### config.mk
export PLATFORM = sky130hd
export DESIGN_NAME = phy_rst_seq
export DESIGN_NICKNAME = d
export VERILOG_FILES = /design/src/rtl/phy_rst_seq_pkg.sv /design/src/rtl/phy_rst_timer.sv /design/src/rtl/phy_rst_fsm.sv /design/src/rtl/phy_rst_ctrlreg.sv /design/src/rtl/phy_rst_seq.sv
export SDC_FILE = /design/constraint.sdc
export NUM_CORES = 1
export LEC_CHECK = 0
export ABC_CLOCK_PERIOD_IN_PS = 1450
export BUFFER_PORTS_ARGS = -buffer_cell sky130_fd_sc_hd__buf_4
export CORE_AREA = 4 4 46 48
export CTS_CLUSTER_DIAMETER = 80
export CTS_CLUSTER_SIZE = 14
export DETAILED_ROUTE_END_ITERATION = 16
export DIE_AREA = 0 0 50 52
export HOLD_SLACK_MARGIN = 0.08
export MAX_ROUTING_LAYER = met4
export PLACE_DENSITY_LB_ADDON = 0.25
export SKIP_LAST_GASP = 1
export SYNTH_ARGS = -nofsm -noshare
export SYNTH_HDL_FRONTEND = slang
export SYNTH_SLANG_ARGS = --single-unit
### constraint.sdc
create_clock -name clk -period 1.45 [get_ports clk]
set_input_delay 0.29 -clock clk [delete_from_list [all_inputs] [get_ports clk]]
set_output_delay 0.29 -clock clk [all_outputs]
set_load 0.02 [all_outputs]
### src/rtl/phy_rst_seq_pkg.sv
package phy_rst_seq_pkg;

    typedef enum logic [2:0] {
        ST_IDLE,
        ST_ENT_A,
        ST_ENT_B,
        ST_LV_A,
        ST_LV_B
    } seq_state_e;

    typedef enum logic [2:0] {
        OP_NONE,
        OP_ENTER_A,
        OP_ENTER_B,
        OP_LEAVE_A,
        OP_LEAVE_B,
        OP_FORCE_ON,
        OP_FORCE_OFF
    } step_op_e;

    // Per-bit edit requested by one step; set wins over nothing, clear over nothing.
    typedef struct packed {
        logic rst_set;
        logic rst_clr;
        logic clk_set;
        logic clk_clr;
        logic fgc_set;
        logic fgc_clr;
        logic band_clr;
    } bit_edit_t;

    function automatic bit_edit_t edit_for(step_op_e op);
        bit_edit_t e;
        e = '0;
        case (op)
            OP_ENTER_A: begin
                e.rst_set  = 1'b1;
                e.fgc_set  = 1'b1;
                e.band_clr = 1'b1;
            end
            OP_ENTER_B: e.fgc_clr = 1'b1;
            OP_LEAVE_A: begin
                e.rst_clr = 1'b1;
                e.clk_clr = 1'b1;
                e.fgc_set = 1'b1;
            end
            OP_LEAVE_B: begin
                e.fgc_clr = 1'b1;
                e.clk_set = 1'b1;
            end
            OP_FORCE_ON:  e.fgc_set = 1'b1;
            OP_FORCE_OFF: e.fgc_clr = 1'b1;
            default: e = '0;
        endcase
        return e;
    endfunction

endpackage

### src/rtl/phy_rst_timer.sv
module phy_rst_timer #(
    parameter int SETTLE_CYCLES = 16
) (
    input  logic clk,
    input  logic rst,
    input  logic arm,
    input  logic run,
    output logic expire
);
    localparam int CNT_W = (SETTLE_CYCLES > 1) ? $clog2(SETTLE_CYCLES) : 1;
    localparam logic [CNT_W-1:0] LAST = CNT_W'(SETTLE_CYCLES - 1);

    logic [CNT_W-1:0] cnt;

    assign expire = run && (cnt == LAST);

    always_ff @(posedge clk) begin
        if (rst || arm || expire) begin
            cnt <= '0;
        end else if (run) begin
            cnt <= cnt + 1'b1;
        end
    end

    AST_CNT_RANGE: assert property (@(posedge clk) disable iff (rst)
        cnt <= LAST);
    AST_IDLE_CNT_ZERO: assert property (@(posedge clk) disable iff (rst)
        !run |=> (cnt == '0) || $past(run));

endmodule

### src/rtl/phy_rst_fsm.sv
module phy_rst_fsm
    import phy_rst_seq_pkg::*;
(
    input  logic     clk,
    input  logic     rst,
    input  logic     enter_req,
    input  logic     leave_req,
    input  logic     fclk_req,
    input  logic     fclk_on,
    input  logic     expire,
    output step_op_e op,
    output logic     arm,
    output logic     run,
    output logic     busy,
    output logic     done
);
    seq_state_e st, st_nxt;
    logic       done_nxt;

    always_comb begin
        st_nxt   = st;
        op       = OP_NONE;
        arm      = 1'b0;
        done_nxt = 1'b0;
        case (st)
            ST_IDLE: begin
                if (enter_req) begin
                    op     = OP_ENTER_A;
                    arm    = 1'b1;
                    st_nxt = ST_ENT_A;
                end else if (leave_req) begin
                    op     = OP_LEAVE_A;
                    arm    = 1'b1;
                    st_nxt = ST_LV_A;
                end else if (fclk_req) begin
                    op = fclk_on ? OP_FORCE_ON : OP_FORCE_OFF;
                end
            end
            ST_ENT_A: if (expire) begin
                op     = OP_ENTER_B;
                st_nxt = ST_ENT_B;
            end
            ST_LV_A: if (expire) begin
                op     = OP_LEAVE_B;
                st_nxt = ST_LV_B;
            end
            ST_ENT_B, ST_LV_B: if (expire) begin
                done_nxt = 1'b1;
                st_nxt   = ST_IDLE;
            end
            default: st_nxt = ST_IDLE;
        endcase
    end

    assign run  = (st != ST_IDLE);
    assign busy = run;

    always_ff @(posedge clk) begin
        if (rst) begin
            st   <= ST_IDLE;
            done <= 1'b0;
        end else begin
            st   <= st_nxt;
            done <= done_nxt;
        end
    end

    AST_DONE_SINGLE: assert property (@(posedge clk) disable iff (rst)
        done |=> !done);
    AST_DONE_AFTER_BUSY: assert property (@(posedge clk) disable iff (rst)
        done |-> (!busy && $past(busy)));
    AST_BUSY_HOLDS: assert property (@(posedge clk) disable iff (rst)
        (busy && !expire) |=> busy && $stable(st));

endmodule

### src/rtl/phy_rst_ctrlreg.sv
module phy_rst_ctrlreg
    import phy_rst_seq_pkg::*;
#(
    parameter int              CTRL_W    = 16,
    parameter int              CLKEN_POS = 0,
    parameter int              FGC_POS   = 1,
    parameter int              RST_POS   = 2,
    parameter int              BAND_POS  = 3,
    parameter logic [CTRL_W-1:0] CTRL_INIT = '0
) (
    input  logic              clk,
    input  logic              rst,
    input  step_op_e          op,
    output logic [CTRL_W-1:0] q
);
    localparam logic [CTRL_W-1:0] ONE        = CTRL_W'(1);
    localparam logic [CTRL_W-1:0] NAMED_MASK = (ONE << CLKEN_POS) | (ONE << FGC_POS)
                                             | (ONE << RST_POS)   | (ONE << BAND_POS);
    localparam logic [CTRL_W-1:0] RESET_WORD = (CTRL_INIT & ~(ONE << CLKEN_POS))
                                             | (ONE << RST_POS) | (ONE << FGC_POS);

    bit_edit_t         e;
    logic [CTRL_W-1:0] d;

    always_comb begin
        e = edit_for(op);
        d = q;
        if (e.rst_set)  d[RST_POS]   = 1'b1;
        if (e.rst_clr)  d[RST_POS]   = 1'b0;
        if (e.clk_set)  d[CLKEN_POS] = 1'b1;
        if (e.clk_clr)  d[CLKEN_POS] = 1'b0;
        if (e.fgc_set)  d[FGC_POS]   = 1'b1;
        if (e.fgc_clr)  d[FGC_POS]   = 1'b0;
        if (e.band_clr) d[BAND_POS]  = 1'b0;
    end

    always_ff @(posedge clk) begin
        if (rst) begin
            q <= RESET_WORD;
        end else begin
            q <= d;
        end
    end

    AST_KEEP_OTHER: assert property (@(posedge clk) disable iff (rst)
        (q & ~NAMED_MASK) == (CTRL_INIT & ~NAMED_MASK));
    AST_IDLE_NO_CHANGE: assert property (@(posedge clk) disable iff (rst)
        (op == OP_NONE) |=> $stable(q));

endmodule

### src/rtl/phy_rst_seq.sv
module phy_rst_seq
    import phy_rst_seq_pkg::*;
#(
    parameter int                SETTLE_CYCLES = 16,
    parameter int                CTRL_W        = 16,
    parameter int                CLKEN_POS     = 0,
    parameter int                FGC_POS       = 1,
    parameter int                RST_POS       = 2,
    parameter int                BAND_POS      = 3,
    parameter logic [CTRL_W-1:0] CTRL_INIT     = 16'hA5A8
) (
    input  logic              clk,
    input  logic              rst,
    input  logic              enter_req,
    input  logic              leave_req,
    input  logic              fclk_req,
    input  logic              fclk_on,
    output logic              busy,
    output logic              done,
    output logic [CTRL_W-1:0] ctrl_word
);
    localparam logic [CTRL_W-1:0] FGC_MASK = CTRL_W'(1) << FGC_POS;

    step_op_e op;
    logic     arm, run, expire;

    phy_rst_timer #(.SETTLE_CYCLES(SETTLE_CYCLES)) u_timer (
        .clk    (clk),
        .rst    (rst),
        .arm    (arm),
        .run    (run),
        .expire (expire)
    );

    phy_rst_fsm u_fsm (
        .clk       (clk),
        .rst       (rst),
        .enter_req (enter_req),
        .leave_req (leave_req),
        .fclk_req  (fclk_req),
        .fclk_on   (fclk_on),
        .expire    (expire),
        .op        (op),
        .arm       (arm),
        .run       (run),
        .busy      (busy),
        .done      (done)
    );

    phy_rst_ctrlreg #(
        .CTRL_W    (CTRL_W),
        .CLKEN_POS (CLKEN_POS),
        .FGC_POS   (FGC_POS),
        .RST_POS   (RST_POS),
        .BAND_POS  (BAND_POS),
        .CTRL_INIT (CTRL_INIT)
    ) u_reg (
        .clk (clk),
        .rst (rst),
        .op  (op),
        .q   (ctrl_word)
    );

    AST_ENTER_FIRST: assert property (@(posedge clk) disable iff (rst)
        (!busy && enter_req) |=> (busy && ctrl_word[RST_POS] && ctrl_word[FGC_POS]
            && !ctrl_word[BAND_POS] && ctrl_word[CLKEN_POS] == $past(ctrl_word[CLKEN_POS])));
    AST_LEAVE_FIRST: assert property (@(posedge clk) disable iff (rst)
        (!busy && !enter_req && leave_req) |=> (busy && !ctrl_word[RST_POS]
            && !ctrl_word[CLKEN_POS] && ctrl_word[FGC_POS]
            && ctrl_word[BAND_POS] == $past(ctrl_word[BAND_POS])));
    AST_CLKEN_LATE: assert property (@(posedge clk) disable iff (rst)
        $rose(ctrl_word[CLKEN_POS]) |-> (busy && !ctrl_word[FGC_POS] && !ctrl_word[RST_POS]));
    AST_FORCE_ONLY: assert property (@(posedge clk) disable iff (rst)
        (!busy && !enter_req && !leave_req && fclk_req) |=> (!busy
            && ctrl_word[FGC_POS] == $past(fclk_on)
            && (ctrl_word & ~FGC_MASK) == ($past(ctrl_word) & ~FGC_MASK)));

endmodule

Yosys cells after proc, flatten, opt, wreduce, memory -nomap -nowiden
Index checks and enable logic that the tools add are counted.
{"block": "totals", "ff_bits": 12, "latchBits": 0, "ramBits": 0, "rom_bits": 0, "input_bits": 6, "output_inout_bits": 18, "elab_cells": 63, "memories": 0}
{"block": "op_classes", "add_sub_neg": 1, "n_mul": 0, "n_div": 0, "n_lt_le_gt_ge": 0, "eq_ne": 15, "shift": 0, "n_mux": 26, "n_bitwise": 1, "n_reduce_logical": 13}
{"cell": "$mux 3", "n": 9}
{"cell": "$mux 1", "n": 13}
{"cell": "$eq 3x2->1 const B", "n": 4}
{"cell": "$eq 3x3->1 const B", "n": 4}
{"cell": "$pmux 3 s4", "n": 1}
{"cell": "$pmux 3 s3", "n": 1}
{"cell": "$eq 3x1->1 const B", "n": 2}
{"cell": "$ne 2x2->1 const B", "n": 3}
{"cell": "$reduce_or 2->1", "n": 3}
{"cell": "$reduce_or 3->1", "n": 2}
{"cell": "$add 4x1->4 const B", "n": 1}
{"cell": "$eq 4x4->1 const B", "n": 1}
{"cell": "$mux 2", "n": 2}
{"cell": "$reduce_and 4->1", "n": 1}
{"cell": "$reduce_bool 2->1", "n": 2}
{"cell": "$logic_not 3->1", "n": 1}
{"cell": "$ne 3x3->1 const B", "n": 1}
{"cell": "$reduce_bool 3->1", "n": 1}
{"cell": "$logic_or 1x1->1", "n": 2}
{"cell": "$logic_and 1x1->1", "n": 1}
{"cell": "$not 1->1", "n": 1}

Logic depth before layout (Yosys ltp)
{"block": "depth", "depth_word": 10, "mapped_depth": 7, "depth_no_buf": 5}

Modules after synthesis
A second synthesis with hierarchy kept.
{"block": "hier_totals", "hier_cells": 82, "area_unflattened_um2": 694.4}
{"mod": "phy_rst_fsm", "n_inst": 1, "cells_per_inst": 34, "area_each_um2": 265.3, "seq_area_each_um2": 80.1}
{"mod": "phy_rst_ctrlreg", "n_inst": 1, "cells_per_inst": 31, "area_each_um2": 251.5, "seq_area_each_um2": 80.1}
{"mod": "phy_rst_timer", "n_inst": 1, "cells_per_inst": 17, "area_each_um2": 177.7, "seq_area_each_um2": 80.1}

Least setup slack after synthesis
OpenSTA, ideal clock, no wires.
{"block": "synth_timing", "path_kind": "flip-flop to flip-flop", "start": "reg u_fsm.st[0]", "end": "reg u_reg.q[1]", "setup_ns": 0.127, "arrival_time_ns": 1.328, "slack_ns": -0.005, "path_stages_with_launch": 5, "path_buffers": 0, "period_less_slack_ns": 1.455, "path_cell_list": "dfxtp_1 -> or3b_4 -> a41oi_2 -> a21oi_1 -> or3_1"}
{"block": "synth_via", "elab_chain_len": 8, "word_cells_on_any_way": 20, "cone_classes": "eq/ne: 8; mux: 6; reduce/logical: 6"}
{"element": "start, declared", "line_no": "phy_rst_fsm.sv:17", "text": "seq_state_e st, st_nxt;"}
{"element": "start signal, assigned", "line_no": "phy_rst_fsm.sv:63", "text": "st <= st_nxt;"}
{"element": "$reduce_bool 3->1", "line_no": "phy_rst_fsm.sv:55", "text": "assign run = (st != ST_IDLE);"}
{"element": "$logic_and 1x1->1", "line_no": "phy_rst_timer.sv:15", "text": "assign expire = run && (cnt == LAST);"}
{"element": "$mux 2 or $mux 3 (tied branches)", "line_no": "phy_rst_fsm.sv:39, phy_rst_fsm.sv:43"}
{"element": "$pmux 3 s3 *", "line_no": "phy_rst_fsm.sv:25", "text": "case (st)"}
{"element": "$eq 3x2->1 (tied with other cells)", "line_no": "phy_rst_seq_pkg.sv:35", "text": "case (op)"}
{"element": "$reduce_or 3->1 (no line)"}
{"element": "$mux 1", "line_no": "phy_rst_seq_pkg.sv:35"}
{"element": "$mux 1 or $reduce_bool 2->1 (tied branches)"}
{"element": "end signal, assigned", "line_no": "phy_rst_ctrlreg.sv:39", "text": "q <= RESET_WORD;"}
{"element": "end signal, assigned", "line_no": "phy_rst_ctrlreg.sv:41", "text": "q <= d;"}
{"element": "end, declared", "line_no": "phy_rst_ctrlreg.sv:14", "text": "output logic [CTRL_W-1:0] q"}
Mark *: on every way between the ends. The rest lies on a longest branch, timed or not.
A chain may end at the register's enable or synchronous reset.

Final worst setup path
Ends and elaborated chain as after synthesis.

==> impl_metrics.env <==
export IMPL_cts_buffer_depth=2
export IMPL_slowest_delay_ns=0.37
export IMPL_htree_levels=1
export IMPL_critPathMaxFanout=7
export IMPL_grt_overflow_total=0
export IMPL_die_y_um=52
export IMPL_fmax_mhz=705
export IMPL_critPathLaunch="u_fsm.st[0]"
export IMPL_drv_cap=0
export IMPL_synthMuxAreaShare=0
export IMPL_vdd_drop_max_mv=0.529
export IMPL_drive_gt1_frac=0.327
export IMPL_hold_violations=0
export IMPL_track_usage=0.123
export IMPL_multiInputGateArea_um2=365
export IMPL_min_path_type="in -> reg"
export IMPL_drc=0
export IMPL_final_seq_area_um2=246
export IMPL_worstSkewPairLatency_ns=0.27
export IMPL_power_density_nw_per_um2=927
export IMPL_yosys_warnings=0
export IMPL_antenna_found_initial=0
export IMPL_setup_viol=0
export IMPL_diodes=0
export IMPL_nets=110
export IMPL_postCtsHoldBufs=0
export IMPL_initial_utilization=0.399
export IMPL_grt_max_degree=13
export IMPL_synth_compound_area_share=0.175
export IMPL_cp_end_kind="flop"
export IMPL_drv_slew=0
export IMPL_synthXorXnorAreaFrac=0.0129
export IMPL_cts_tree="yes"
export IMPL_antenna_left=0
export IMPL_leakagePower_nw=0.361
export IMPL_die_area_um2=2600
export IMPL_numClockSinks=12
export IMPL_setup_slack_ns=0.0321
export IMPL_synth_flop_cell="dfxtp_1"
export IMPL_synth_area_um2=681
export IMPL_status="finished, final reports clean"
export IMPL_synthArstFlopShare=0
export IMPL_dr_first_iter_drc_count=10
export IMPL_final_cell_mix="buf_4, conb_1, nor2_1"
export IMPL_hpwl_um=1040
export IMPL_r2r_start="u_fsm.st[0]"
export IMPL_crit_arrival_ns=1.57
export IMPL_routed_via_density=4.68
export IMPL_worstPathRequired_ns=1.60
export IMPL_mostFrequentLayoutCell="buf_4"
export IMPL_hold_start="rst"
export IMPL_grt_pass1_vias=552
export IMPL_coreArea_um2=1710
export IMPL_first_pass_iters=4
export IMPL_ys_seq_area_frac=0.353
export IMPL_path_clk_slew_ns=0.07
export IMPL_numCtsBuffers=3
export IMPL_syn_to_final_growth_pct=22.6
export IMPL_grt_pass1_wl_um=2370
export IMPL_port_buffers=11
export IMPL_fin_crit_ns=1.42
export IMPL_synthAdderAreaFrac=0.0184
export IMPL_routed_wl_um=1380
export IMPL_nFillCells=160
export IMPL_syn_avg_cell_area_um2=8.20
export IMPL_min_period_over_period=0.978
export IMPL_rsz0062_at_grt="no"
export IMPL_worstPathCellList="or2_1 -> o32ai_2 -> a21oi_1 -> or3_1"
export IMPL_synthSimpleGateAreaFrac=0.250
export IMPL_io_pins=24
export IMPL_dp_worst_setup_slack_ns=-0.0336
export IMPL_fp_dieW_um=50
export IMPL_synth_cell_types=35
export IMPL_slowest_stage="dfxtp_4"
export IMPL_setup_worst_path_start_class="flop"
export IMPL_netlist_instances=83
export IMPL_vias=590
export IMPL_ys_seq_elements=12
export IMPL_fin_skew_ns=0.00647
export IMPL_synth_edff_count=0
export IMPL_finalSetupTns_ns=0
export IMPL_path_class="reg -> reg"
export IMPL_rows=15
export IMPL_synth_top_family_by_area="simple AND/OR/NAND/NOR gates"
export IMPL_wire_per_inst_um=10.9
export IMPL_globalplace_congestion=0.821
export IMPL_clockRootBuffer="clkbuf_4"
-- flip-flops by register name (all words and copies together) (netlist names) --
signal and flops:
u_reg.q 4, u_timer.cnt 4, u_fsm.st 3, u_fsm.done 1
-- area by class of cell --
| class | count | area share |
|---|---|---|
| repair buffers | 21 | 0.189 |
| clock buffers | 3 | 0.0270 |
| multi-input cells | 62 | 0.438 |
| well taps | 25 | 0.0375 |
| flip-flops and latches | 12 | 0.295 |
| inverters | 3 | 0.0135 |
-- metal layers --
metal / vias up / wire, um / global-route usage
li1: 304 / - / -
met1: 273 / 669 / 0.149
met2: 13 / 649 / 0.185
met3: 0 / 59 / 0.0516
met4: 0 / 0 / 0.0369
met5: - / 0 / -
-- worst paths after layout --
path / endpoint / slack, ns / cells after the start
setup / recovery: u_reg.q[1] / 0.03 / 4
hold / removal: u_fsm.st[0] / 0.28 / 2
hold reg to reg: u_reg.q[3] / 0.46 / 1
setup reg to reg: u_reg.q[1] / 0.03 / 4
-- per-stage QoR --
step                      hold WS, ns  total power [mW]  instances  utilization  instance area, um2
after floorplan                 0.394             0.527         93            -                 719
after global placement          0.437             0.570        122        0.462                 790
after detailed placement        0.449             0.571        122        0.462                 790
after CTS                       0.276             0.780        126        0.481                 822
after global routing            0.285             0.832        126        0.489                 835
final                           0.283             0.774        126        0.489                 835
-- cells in the mapped netlist, types with 2 or more instances --
| library cell | instances | area [um2] |
|---|---|---|
| a21oi_1 | 5 | 25.0 |
| buf_4 | 13 | 97.6 |
| conb_1 | 2 | 7.51 |
| dfxtp_1 | 12 | 240 |
| inv_1 | 2 | 7.51 |
| nand2_1 | 5 | 18.8 |
| nand3_1 | 3 | 15.0 |
| nor2_1 | 11 | 41.3 |
| nor3_1 | 4 | 20.0 |
-- critical path, delay by kind of cell (launching register included) --
family | cells | cell delay, ns
and+or+nand+nor | 2 | 0.60
DFF | 1 | 0.37
AOI/OAI and AO/OA | 2 | 0.33
-- cells by family (layout without fill, tap and decap cells) --
group	count (synthesis)	after routing
simple gates	32	32
buf+inv	19	27
compound gates	16	16
flops	12	12
other cells	2	12
fa+ha+maj	1	1
xor+xnor	1	1
-- report_power, final --
group | internal [mW] | total, mW | switching [mW]
Sequential | 0.348 | 0.368 | 0.0196
Combinational | 0.0926 | 0.210 | 0.117
Clock | 0.0960 | 0.196 | 0.0998
Total | 0.537 | 0.774 | 0.237
-- repair_timing --
action	4_1_cts	5_1_grt
pin swaps	2	0
setup endpoints to repair	2	2
buffers inserted	1	0
resized for setup	1	4
Power figures use the tool's default switching activity.
